<file path="src/rtl/i2c_mb_pkg.sv">
package i2c_mb_pkg;
  localparam logic [6:0] DEF_DEV_ADDR = 7'h49;
  localparam int         BYTE_W       = 8;

  typedef enum logic [2:0] {
    L_IDLE, L_RX, L_RXDONE, L_ACK, L_TX, L_RACK, L_RACKW, L_WAIT
  } link_st_e;
endpackage

</file>
<file path="src/rtl/i2c_mb_sync.sv">
module i2c_mb_sync #(
  parameter int STAGES = 2
) (
  input  logic clk,
  input  logic rst_n,
  input  logic d,
  output logic q,
  output logic rise,
  output logic fall
);
  logic [STAGES-1:0] sr;
  logic              prev;

  always_ff @(posedge clk or negedge rst_n) begin
    if (!rst_n) begin
      sr   <= '1;
      prev <= 1'b1;
    end else begin
      sr   <= {sr[STAGES-2:0], d};
      prev <= sr[STAGES-1];
    end
  end

  assign q    = sr[STAGES-1];
  assign rise = q & ~prev;
  assign fall = ~q & prev;
endmodule

</file>
<file path="src/rtl/i2c_mb_link.sv">
module i2c_mb_link
  import i2c_mb_pkg::*;
#(
  parameter logic [6:0] DEV_ADDR = DEF_DEV_ADDR
) (
  input  logic              clk,
  input  logic              rst_n,
  input  logic              scl_s,
  input  logic              scl_rise,
  input  logic              scl_fall,
  input  logic              sda_s,
  input  logic              sda_rise,
  input  logic              sda_fall,
  input  logic              wr_nack,
  input  logic [BYTE_W-1:0] tx_byte,
  output logic              sda_oe,
  output logic              ev_start,
  output logic              ev_stop,
  output logic              ev_addr,
  output logic              rw,
  output logic              ev_wr,
  output logic [BYTE_W-1:0] ev_byte,
  output logic              ev_rd_adv
);
  link_st_e          st;
  logic [2:0]        cnt;
  logic [BYTE_W-1:0] sh;
  logic [BYTE_W-1:0] tx;
  logic              is_addr;
  logic              start_det;
  logic              stop_det;

  assign start_det = sda_fall & scl_s;
  assign stop_det  = sda_rise & scl_s;

  always_ff @(posedge clk or negedge rst_n) begin
    if (!rst_n) begin
      st        <= L_IDLE;
      cnt       <= '0;
      sh        <= '0;
      tx        <= '0;
      is_addr   <= 1'b0;
      rw        <= 1'b0;
      sda_oe    <= 1'b0;
      ev_start  <= 1'b0;
      ev_stop   <= 1'b0;
      ev_addr   <= 1'b0;
      ev_wr     <= 1'b0;
      ev_byte   <= '0;
      ev_rd_adv <= 1'b0;
    end else begin
      ev_start  <= 1'b0;
      ev_stop   <= 1'b0;
      ev_addr   <= 1'b0;
      ev_wr     <= 1'b0;
      ev_rd_adv <= 1'b0;
      if (start_det) begin
        st       <= L_RX;
        cnt      <= '0;
        is_addr  <= 1'b1;
        sda_oe   <= 1'b0;
        ev_start <= 1'b1;
      end else if (stop_det) begin
        st      <= L_IDLE;
        sda_oe  <= 1'b0;
        ev_stop <= 1'b1;
      end else begin
        case (st)
          L_RX: if (scl_rise) begin
            sh  <= {sh[BYTE_W-2:0], sda_s};
            cnt <= cnt + 3'd1;
            if (cnt == 3'd7) begin
              st <= L_RXDONE;
              if (!is_addr) begin
                ev_wr   <= 1'b1;
                ev_byte <= {sh[BYTE_W-2:0], sda_s};
              end
            end
          end
          L_RXDONE: if (scl_fall) begin
            if (is_addr) begin
              if (sh[7:1] == DEV_ADDR) begin
                sda_oe  <= 1'b1;
                rw      <= sh[0];
                ev_addr <= 1'b1;
                st      <= L_ACK;
              end else begin
                st <= L_WAIT;
              end
            end else if (wr_nack) begin
              st <= L_WAIT;
            end else begin
              sda_oe <= 1'b1;
              st     <= L_ACK;
            end
          end
          L_ACK: if (scl_fall) begin
            is_addr <= 1'b0;
            cnt     <= '0;
            if (rw) begin
              tx        <= tx_byte;
              sda_oe    <= ~tx_byte[7];
              ev_rd_adv <= 1'b1;
              st        <= L_TX;
            end else begin
              sda_oe <= 1'b0;
              st     <= L_RX;
            end
          end
          L_TX: if (scl_fall) begin
            if (cnt == 3'd7) begin
              sda_oe <= 1'b0;
              st     <= L_RACK;
            end else begin
              cnt    <= cnt + 3'd1;
              tx     <= {tx[BYTE_W-2:0], 1'b0};
              sda_oe <= ~tx[6];
            end
          end
          L_RACK: if (scl_rise) st <= sda_s ? L_WAIT : L_RACKW;
          L_RACKW: if (scl_fall) begin
            cnt       <= '0;
            tx        <= tx_byte;
            sda_oe    <= ~tx_byte[7];
            ev_rd_adv <= 1'b1;
            st        <= L_TX;
          end
          default: ;
        endcase
      end
    end
  end

  AST_RELEASE_AFTER_NACK: assert property (@(posedge clk) disable iff (!rst_n)
    (st == L_RACK && scl_rise && sda_s && !start_det && !stop_det) |=> (!sda_oe && st == L_WAIT));
  AST_STOP_RELEASES: assert property (@(posedge clk) disable iff (!rst_n)
    stop_det |=> !sda_oe);
  AST_SDA_AFTER_FALL: assert property (@(posedge clk) disable iff (!rst_n)
    (sda_oe != $past(sda_oe)) |-> ($past(scl_fall) || $past(stop_det) || $past(start_det)));
  AST_NO_FOREIGN_ACK: assert property (@(posedge clk) disable iff (!rst_n)
    (st == L_RXDONE && is_addr && scl_fall && !start_det && !stop_det && sh[7:1] != DEV_ADDR)
      |=> (!sda_oe && st == L_WAIT));
endmodule

</file>
<file path="src/rtl/i2c_mb_frame.sv">
module i2c_mb_frame
  import i2c_mb_pkg::*;
#(
  parameter int NUM_REGS  = 32,
  parameter int CMD_DEPTH = 16,
  parameter int RSP_DEPTH = 16
) (
  input  logic                        clk,
  input  logic                        rst_n,
  input  logic                        ev_start,
  input  logic                        ev_stop,
  input  logic                        ev_addr,
  input  logic                        rw,
  input  logic                        ev_wr,
  input  logic [BYTE_W-1:0]           ev_byte,
  input  logic                        ev_rd_adv,
  output logic                        wr_nack,
  output logic [BYTE_W-1:0]           tx_byte,
  output logic [BYTE_W-1:0]           reg_addr,
  input  logic [BYTE_W-1:0]           reg_rdata,
  output logic                        cmd_valid,
  output logic                        cmd_err,
  output logic [BYTE_W-1:0]           cmd_api,
  output logic [BYTE_W-1:0]           cmd_len,
  output logic [CMD_DEPTH*BYTE_W-1:0] cmd_data,
  input  logic                        rsp_load,
  input  logic [BYTE_W-1:0]           rsp_api,
  input  logic [BYTE_W-1:0]           rsp_len,
  input  logic [RSP_DEPTH*BYTE_W-1:0] rsp_data
);
  localparam int            CW    = $clog2(CMD_DEPTH + 1);
  localparam int            IW    = $clog2(CMD_DEPTH);
  localparam int            RIW   = $clog2(RSP_DEPTH);
  localparam logic [CW-1:0] CMAX  = CW'(CMD_DEPTH);
  localparam logic [8:0]    RMAX  = 9'(RSP_DEPTH);
  localparam logic [8:0]    NREG9 = 9'(NUM_REGS);

  logic [BYTE_W-1:0] cbuf [CMD_DEPTH];
  logic [BYTE_W-1:0] rbuf [RSP_DEPTH];
  logic [BYTE_W-1:0] ptr, api_q, len_q, rapi_q, rlen_q;
  logic [1:0]        wr_cnt;
  logic [CW-1:0]     in_cnt;
  logic              wr_act, ovf, rsp_ok, rd_rsp;
  logic [8:0]        rd_idx, reg_ptr, rk;

  always_ff @(posedge clk or negedge rst_n) begin
    if (!rst_n) begin
      ptr       <= '0;
      api_q     <= '0;
      len_q     <= '0;
      rapi_q    <= '0;
      rlen_q    <= '0;
      wr_cnt    <= '0;
      in_cnt    <= '0;
      wr_act    <= 1'b0;
      ovf       <= 1'b0;
      rsp_ok    <= 1'b0;
      rd_rsp    <= 1'b0;
      rd_idx    <= '0;
      reg_ptr   <= '0;
      wr_nack   <= 1'b0;
      cmd_valid <= 1'b0;
      cmd_err   <= 1'b0;
      for (int i = 0; i < CMD_DEPTH; i++) cbuf[i] <= '0;
      for (int i = 0; i < RSP_DEPTH; i++) rbuf[i] <= '0;
    end else begin
      cmd_valid <= 1'b0;
      cmd_err   <= 1'b0;
      if (rsp_load) begin
        rapi_q <= rsp_api;
        rlen_q <= rsp_len;
        rsp_ok <= 1'b1;
        for (int i = 0; i < RSP_DEPTH; i++) rbuf[i] <= rsp_data[i*BYTE_W +: BYTE_W];
      end
      if (ev_start) wr_act <= 1'b0;
      if (ev_stop) begin
        wr_act <= 1'b0;
        if (wr_act && wr_cnt == 2'd2) begin
          if (!ovf && BYTE_W'(in_cnt) == len_q) cmd_valid <= 1'b1;
          else                                  cmd_err   <= 1'b1;
        end
      end
      if (ev_addr) begin
        if (!rw) begin
          wr_act  <= 1'b1;
          wr_cnt  <= '0;
          in_cnt  <= '0;
          ovf     <= 1'b0;
          wr_nack <= 1'b0;
        end else begin
          rd_rsp  <= rsp_ok && (ptr == rapi_q);
          rd_idx  <= '0;
          reg_ptr <= {1'b0, ptr};
        end
      end
      if (ev_wr) begin
        case (wr_cnt)
          2'd0: begin
            ptr    <= ev_byte;
            api_q  <= ev_byte;
            wr_cnt <= 2'd1;
          end
          2'd1: begin
            len_q  <= ev_byte;
            wr_cnt <= 2'd2;
          end
          default: begin
            if (in_cnt < CMAX) begin
              cbuf[in_cnt[IW-1:0]] <= ev_byte;
              in_cnt  <= in_cnt + 1'b1;
              wr_nack <= 1'b0;
            end else begin
              ovf     <= 1'b1;
              wr_nack <= 1'b1;
            end
          end
        endcase
      end
      if (ev_rd_adv) begin
        if (rd_idx != 9'h1FF) rd_idx <= rd_idx + 9'd1;
        if (!reg_ptr[8])      reg_ptr <= reg_ptr + 9'd1;
      end
    end
  end

  assign rk       = rd_idx - 9'd2;
  assign reg_addr = reg_ptr[7:0];

  always_comb begin
    if (rd_rsp) begin
      if (rd_idx == 9'd0)                                   tx_byte = rapi_q;
      else if (rd_idx == 9'd1)                              tx_byte = rlen_q;
      else if (rk < {1'b0, rlen_q} && rk < RMAX)            tx_byte = rbuf[rk[RIW-1:0]];
      else                                                  tx_byte = 8'hFF;
    end else begin
      tx_byte = (reg_ptr < NREG9) ? reg_rdata : 8'hFF;
    end
  end

  assign cmd_api = api_q;
  assign cmd_len = len_q;
  for (genvar g = 0; g < CMD_DEPTH; g++) begin : g_out
    assign cmd_data[g*BYTE_W +: BYTE_W] = cbuf[g];
  end

  AST_EXEC_ON_STOP: assert property (@(posedge clk) disable iff (!rst_n)
    cmd_valid |-> $past(ev_stop));
  AST_NO_OVERFLOW: assert property (@(posedge clk) disable iff (!rst_n)
    in_cnt <= CMAX);
  AST_EXEC_XOR_ERR: assert property (@(posedge clk) disable iff (!rst_n)
    !(cmd_valid && cmd_err));
  AST_SHORT_NO_EXEC: assert property (@(posedge clk) disable iff (!rst_n)
    ($past(ev_stop) && BYTE_W'($past(in_cnt)) != $past(len_q)) |-> !cmd_valid);
endmodule

</file>
<file path="src/rtl/i2c_mailbox_target.sv">
module i2c_mailbox_target
  import i2c_mb_pkg::*;
#(
  parameter logic [6:0] DEV_ADDR  = DEF_DEV_ADDR,
  parameter int         NUM_REGS  = 32,
  parameter int         CMD_DEPTH = 16,
  parameter int         RSP_DEPTH = 16,
  parameter int         SYNC_LEN  = 2
) (
  input  logic                        clk,
  input  logic                        rst_n,
  input  logic                        scl_i,
  input  logic                        sda_i,
  output logic                        sda_oe,
  output logic [7:0]                  reg_addr,
  input  logic [7:0]                  reg_rdata,
  output logic                        cmd_valid,
  output logic                        cmd_err,
  output logic [7:0]                  cmd_api,
  output logic [7:0]                  cmd_len,
  output logic [CMD_DEPTH*8-1:0]      cmd_data,
  input  logic                        rsp_load,
  input  logic [7:0]                  rsp_api,
  input  logic [7:0]                  rsp_len,
  input  logic [RSP_DEPTH*8-1:0]      rsp_data
);
  localparam int NLINES = 2;

  logic [NLINES-1:0] line_in, line_q, line_r, line_f;
  assign line_in = {scl_i, sda_i};

  for (genvar g = 0; g < NLINES; g++) begin : g_line
    i2c_mb_sync #(.STAGES(SYNC_LEN)) u_sync (
      .clk (clk), .rst_n (rst_n), .d (line_in[g]),
      .q (line_q[g]), .rise (line_r[g]), .fall (line_f[g])
    );
  end

  logic       ev_start, ev_stop, ev_addr, rw, ev_wr, ev_rd_adv, wr_nack;
  logic [7:0] ev_byte, tx_byte;

  i2c_mb_link #(.DEV_ADDR(DEV_ADDR)) u_link (
    .clk (clk), .rst_n (rst_n),
    .scl_s (line_q[1]), .scl_rise (line_r[1]), .scl_fall (line_f[1]),
    .sda_s (line_q[0]), .sda_rise (line_r[0]), .sda_fall (line_f[0]),
    .wr_nack (wr_nack), .tx_byte (tx_byte), .sda_oe (sda_oe),
    .ev_start (ev_start), .ev_stop (ev_stop), .ev_addr (ev_addr), .rw (rw),
    .ev_wr (ev_wr), .ev_byte (ev_byte), .ev_rd_adv (ev_rd_adv)
  );

  i2c_mb_frame #(.NUM_REGS(NUM_REGS), .CMD_DEPTH(CMD_DEPTH), .RSP_DEPTH(RSP_DEPTH)) u_frame (
    .clk (clk), .rst_n (rst_n),
    .ev_start (ev_start), .ev_stop (ev_stop), .ev_addr (ev_addr), .rw (rw),
    .ev_wr (ev_wr), .ev_byte (ev_byte), .ev_rd_adv (ev_rd_adv),
    .wr_nack (wr_nack), .tx_byte (tx_byte),
    .reg_addr (reg_addr), .reg_rdata (reg_rdata),
    .cmd_valid (cmd_valid), .cmd_err (cmd_err), .cmd_api (cmd_api),
    .cmd_len (cmd_len), .cmd_data (cmd_data),
    .rsp_load (rsp_load), .rsp_api (rsp_api), .rsp_len (rsp_len), .rsp_data (rsp_data)
  );
endmodule

</file>
<file path="config.mk">
export PLATFORM = sky130hd
export DESIGN_NAME = i2c_mailbox_target
export DESIGN_NICKNAME = d
export VERILOG_FILES = /design/src/rtl/i2c_mb_pkg.sv /design/src/rtl/i2c_mb_sync.sv /design/src/rtl/i2c_mb_link.sv /design/src/rtl/i2c_mb_frame.sv /design/src/rtl/i2c_mailbox_target.sv
export SDC_FILE = /design/constraint.sdc
export NUM_CORES = 1
export LEC_CHECK = 0
export ABC_AREA = 0
export BUFFER_PORTS_ARGS = -buffer_cell sky130_fd_sc_hd__buf_2
export CORE_MARGIN = 4
export CORE_UTILIZATION = 56
export CTS_BUF_LIST = sky130_fd_sc_hd__clkbuf_4 sky130_fd_sc_hd__clkbuf_8 sky130_fd_sc_hd__clkbuf_16
export CTS_CLUSTER_SIZE = 20
export DETAILED_ROUTE_END_ITERATION = 8
export GPL_ROUTABILITY_DRIVEN = 0
export PLACE_DENSITY_LB_ADDON = 0.12
export SETUP_SLACK_MARGIN = 0.4
export SYNTH_ARGS = -nofsm -noshare
export SYNTH_HDL_FRONTEND = slang
export SYNTH_SLANG_ARGS = --single-unit
</file>
<file path="constraint.sdc">
create_clock -name clk -period 4.82 [get_ports clk]
set_clock_uncertainty 0.15 [all_clocks]
set_input_delay 0.964 -clock clk [delete_from_list [all_inputs] [get_ports clk]]
set_output_delay 0.964 -clock clk [all_outputs]
set_load 0.005 [all_outputs]
</file>
==> flow_metrics.tcl <==
set metrics [dict create \
    portBuffers 311 \
    fin_total_pwr_w 0.00661 \
    grt_max_degree 131 \
    ys.flop_type "dfrtp_1" \
    rsz0062_at_grt "false" \
    cts.sinks 363 \
    worstHoldPathType "flop to flop" \
    grt.met3_usage 0.0639 \
    nets 1645 \
    first_pass_iters 4 \
    vias_per_cell 5.64 \
    drc 0 \
    cp-end-kind "flop" \
    yosys_warnings 0 \
    postRouteAntennaNets 0 \
    grt.met1_usage 0.296 \
    synth_top_area_frac 0.557 \
    drt_iter0_drc 491 \
    drive_gt1_frac 0.499 \
    cp.required_ns 5.10 \
    fmax_ghz 0.248 \
    grt.total_usage 0.240 \
    setup_viol 0 \
    die_x_um 177 \
    syn_avg_cell_area_um2 13.6 \
    min_period_ns 4.03 \
    insertion_delay_ns 0.51 \
    synth_cell_types 60 \
    cts_made_buffers 39 \
    cts-hold-fix-buffers 0 \
    post_synth_main_area_contributors "dfrtp_1 (56%), mux2_2 (21%), mux4_2 (4.5%)" \
    drv_slew 0 \
    ctsResizeCount 0 \
    antenna_found_initial 12 \
    synth_common_cells "dfrtp_1 (357), mux2_2 (299), nor2_1 (65)" \
    wl_per_cell_um 20.0 \
    rows 61 \
    die_area_um2 31400 \
    busiest_layer "met2" \
    path_class "flop to flop" \
    grt_pass1_vias 11111 \
    synth_area_um2 16000 \
    synth_seq_cells 363 \
    p_leak_nw 9.37 \
    clk_pin_slew_ns 0.07 \
    cts.path.max_buffers 3 \
    seq_area_frac_synth 0.567 \
    fin_cells 1871 \
    syn2layout_area_growth_pct 18.6 \
    io_pins 312 \
    gr-total-overflow 0 \
    dr_total_vias 10550 \
    cts_tree "yes" \
    ir_drop_uv 277 \
    initial_core_util 0.573 \
    cp_max_fo 12 \
    htreeDepth 2 \
    fin_hold_ws_ns 0.204 \
    core_um2 28000 \
    cts_setup_buffers 0 \
    status "completed" \
    finalSetupTns_ns 0 \
    grt_pass1_wl_mm 59.7 \
    globalRouteMet2Util 0.414 \
    post-route-period-util 0.835 \
    die_height_um 177 \
    syn-num-nets 1360 \
    worst_pin_slew_ns 1.15 \
    wl_mm 37.4 \
    synth_top_cell_by_area "dfrtp_1" \
    worst_setup_path_start_kind "flop" \
    ys_async_sr_fraction 1.00 \
    hold_viol 0 \
    synth.most_common_cell "dfrtp_1" \
    powerDensity_nw_per_um2 348 \
    root_buffer "clkbuf_16" \
    dp.cells 1805 \
    cp.arrival_ns 4.30 \
    relSlewSlack 0.223 \
    synth_cells 1183 \
    synth_edf_count 0 \
    max-cap-violations 0 \
    hpwl_mm 26.7 \
]
-- layout by cell type, fill, tap and decap left out, types with 2 or more instances in the layout --
cell type	synthesis	final
a21o_1	2	2
nand3_1	19	19
a31oi_1	17	17
buf_2	4	309
o32ai_1	3	3
nor2b_1	7	7
a21oi_1	26	26
nor3_1	17	17
xor2_1	10	10
clkbuf_4	0	10
inv_1	21	21
o21ai_0	41	41
clkbuf_8	0	8
nand4_1	5	5
a22o_1	6	6
o221a_2	3	3
ha_1	20	20
buf_4	8	9
nand3b_1	5	5
nand2b_1	11	11
clkinv_2	0	5
o211ai_1	2	2
a22oi_1	16	16
o221ai_2	6	6
mux2_2	299	299
or4_1	3	3
nor4_1	3	3
clkbuf_16	0	39
buf_12	0	2
and3_1	5	5
dfrtp_1	357	356
nand2_1	57	57
mux4_2	32	32
or2_2	3	3
xnor2_1	10	10
or4_4	2	2
nor3b_1	5	5
mux2i_1	2	2
nor2_1	65	65
dfstp_2	6	6
-- critical path, stage by stage (launching register included) --
cell	delay, ns
dfrtp_1	0.38
buf_4	0.21
inv_1	0.22
ha_1	0.28
nand2b_1	0.12
or3_2	0.48
nand2_1	0.09
ha_1	0.24
nand3_1	0.09
nor2_1	0.06
or4_1	0.47
or4_1	0.70
nand3b_1	0.26
a211oi_2	0.18
-- stage by stage --
step           instance area (um2)  utilization  setup WS, ns
3_3_place_gp                 17800        0.635         0.961
6_report                     19000        0.679         0.794
3_5_place_dp                 17800        0.635         0.850
2_1_floorplan                16000            -          1.38
4_1_cts                      19000        0.679         0.799
5_1_grt                      19000        0.679         0.614
-- where the power goes --
| part | internal (W) | switching (W) | leakage [nW] |
|---|---|---|---|
| logic | 0.000243 | 0.000199 | 4.07 |
| clock network | 0.00172 | 0.00114 | 0.628 |
| registers | 0.00321 | 0.000103 | 4.67 |
| total | 0.00517 | 0.00144 | 9.37 |
-- registers in the layout, summed over array words and instances (netlist names), 2 cells and up --
register,flops
u_frame.rapi_q,8
u_link.st,3
g_line.u_sync.prev,2
u_link.sh,8
u_link.cnt,3
u_frame.rbuf,128
u_frame.rlen_q,8
u_frame.ptr,8
u_link.ev_byte,8
u_link.tx,7
u_frame.cmd_data,128
u_frame.reg_ptr,9
u_frame.in_cnt,5
u_frame.cmd_len,8
u_frame.wr_cnt,2
u_frame.rd_idx,9
g_line.u_sync.sr,4
-- worst paths after layout --
path	slack (ns)	start	endpoint	cells after the start
min in group asynchronous	0.38	rst_n	u_frame.cmd_data[6]	1
setup / recovery	0.79	u_frame.rd_idx[1]	u_link.sda_oe	13
hold / removal	0.20	g_line[1].u_sync.sr[0]	g_line[1].u_sync.sr[1]	0
max in group asynchronous	3.06	rst_n	g_line[0].u_sync.sr[1]	2
hold reg to reg	0.20	g_line[1].u_sync.sr[0]	g_line[1].u_sync.sr[1]	0
setup reg to reg	0.79	u_frame.rd_idx[1]	u_link.sda_oe	13
-- layout make-up --
class,count,area [um2]
Timing Repair Buffer,322,1680
Multi-Input combinational cell,721,6460
Tap cell,378,473
Sequential cell,363,9090
Inverter,21,78.8
Clock buffer,57,1160
Antenna cell,1,2.50
Clock inverter,8,75.1
Fill cell,2115,8990
-- layer usage --
metal	part of all wire	vias to the layer above
li1	-	4823
met1	0.39	5273
met2	0.50	337
met3	0.076	97
met4	0.031	20
met5	0.0032	-
-- cells by family after synthesis --
family,after synthesis,share of synthesized area
AO/OA/AOI/OAI,132,0.0549
buffers and inverters,99,0.0304
adder cells (fa/ha/maj),20,0.0156
flip-flops,363,0.567
AND/OR/NAND/NOR,216,0.0651
multiplexers,333,0.256
XOR/XNOR,20,0.0109
Note: power is estimated with default switching activity, not from simulation.
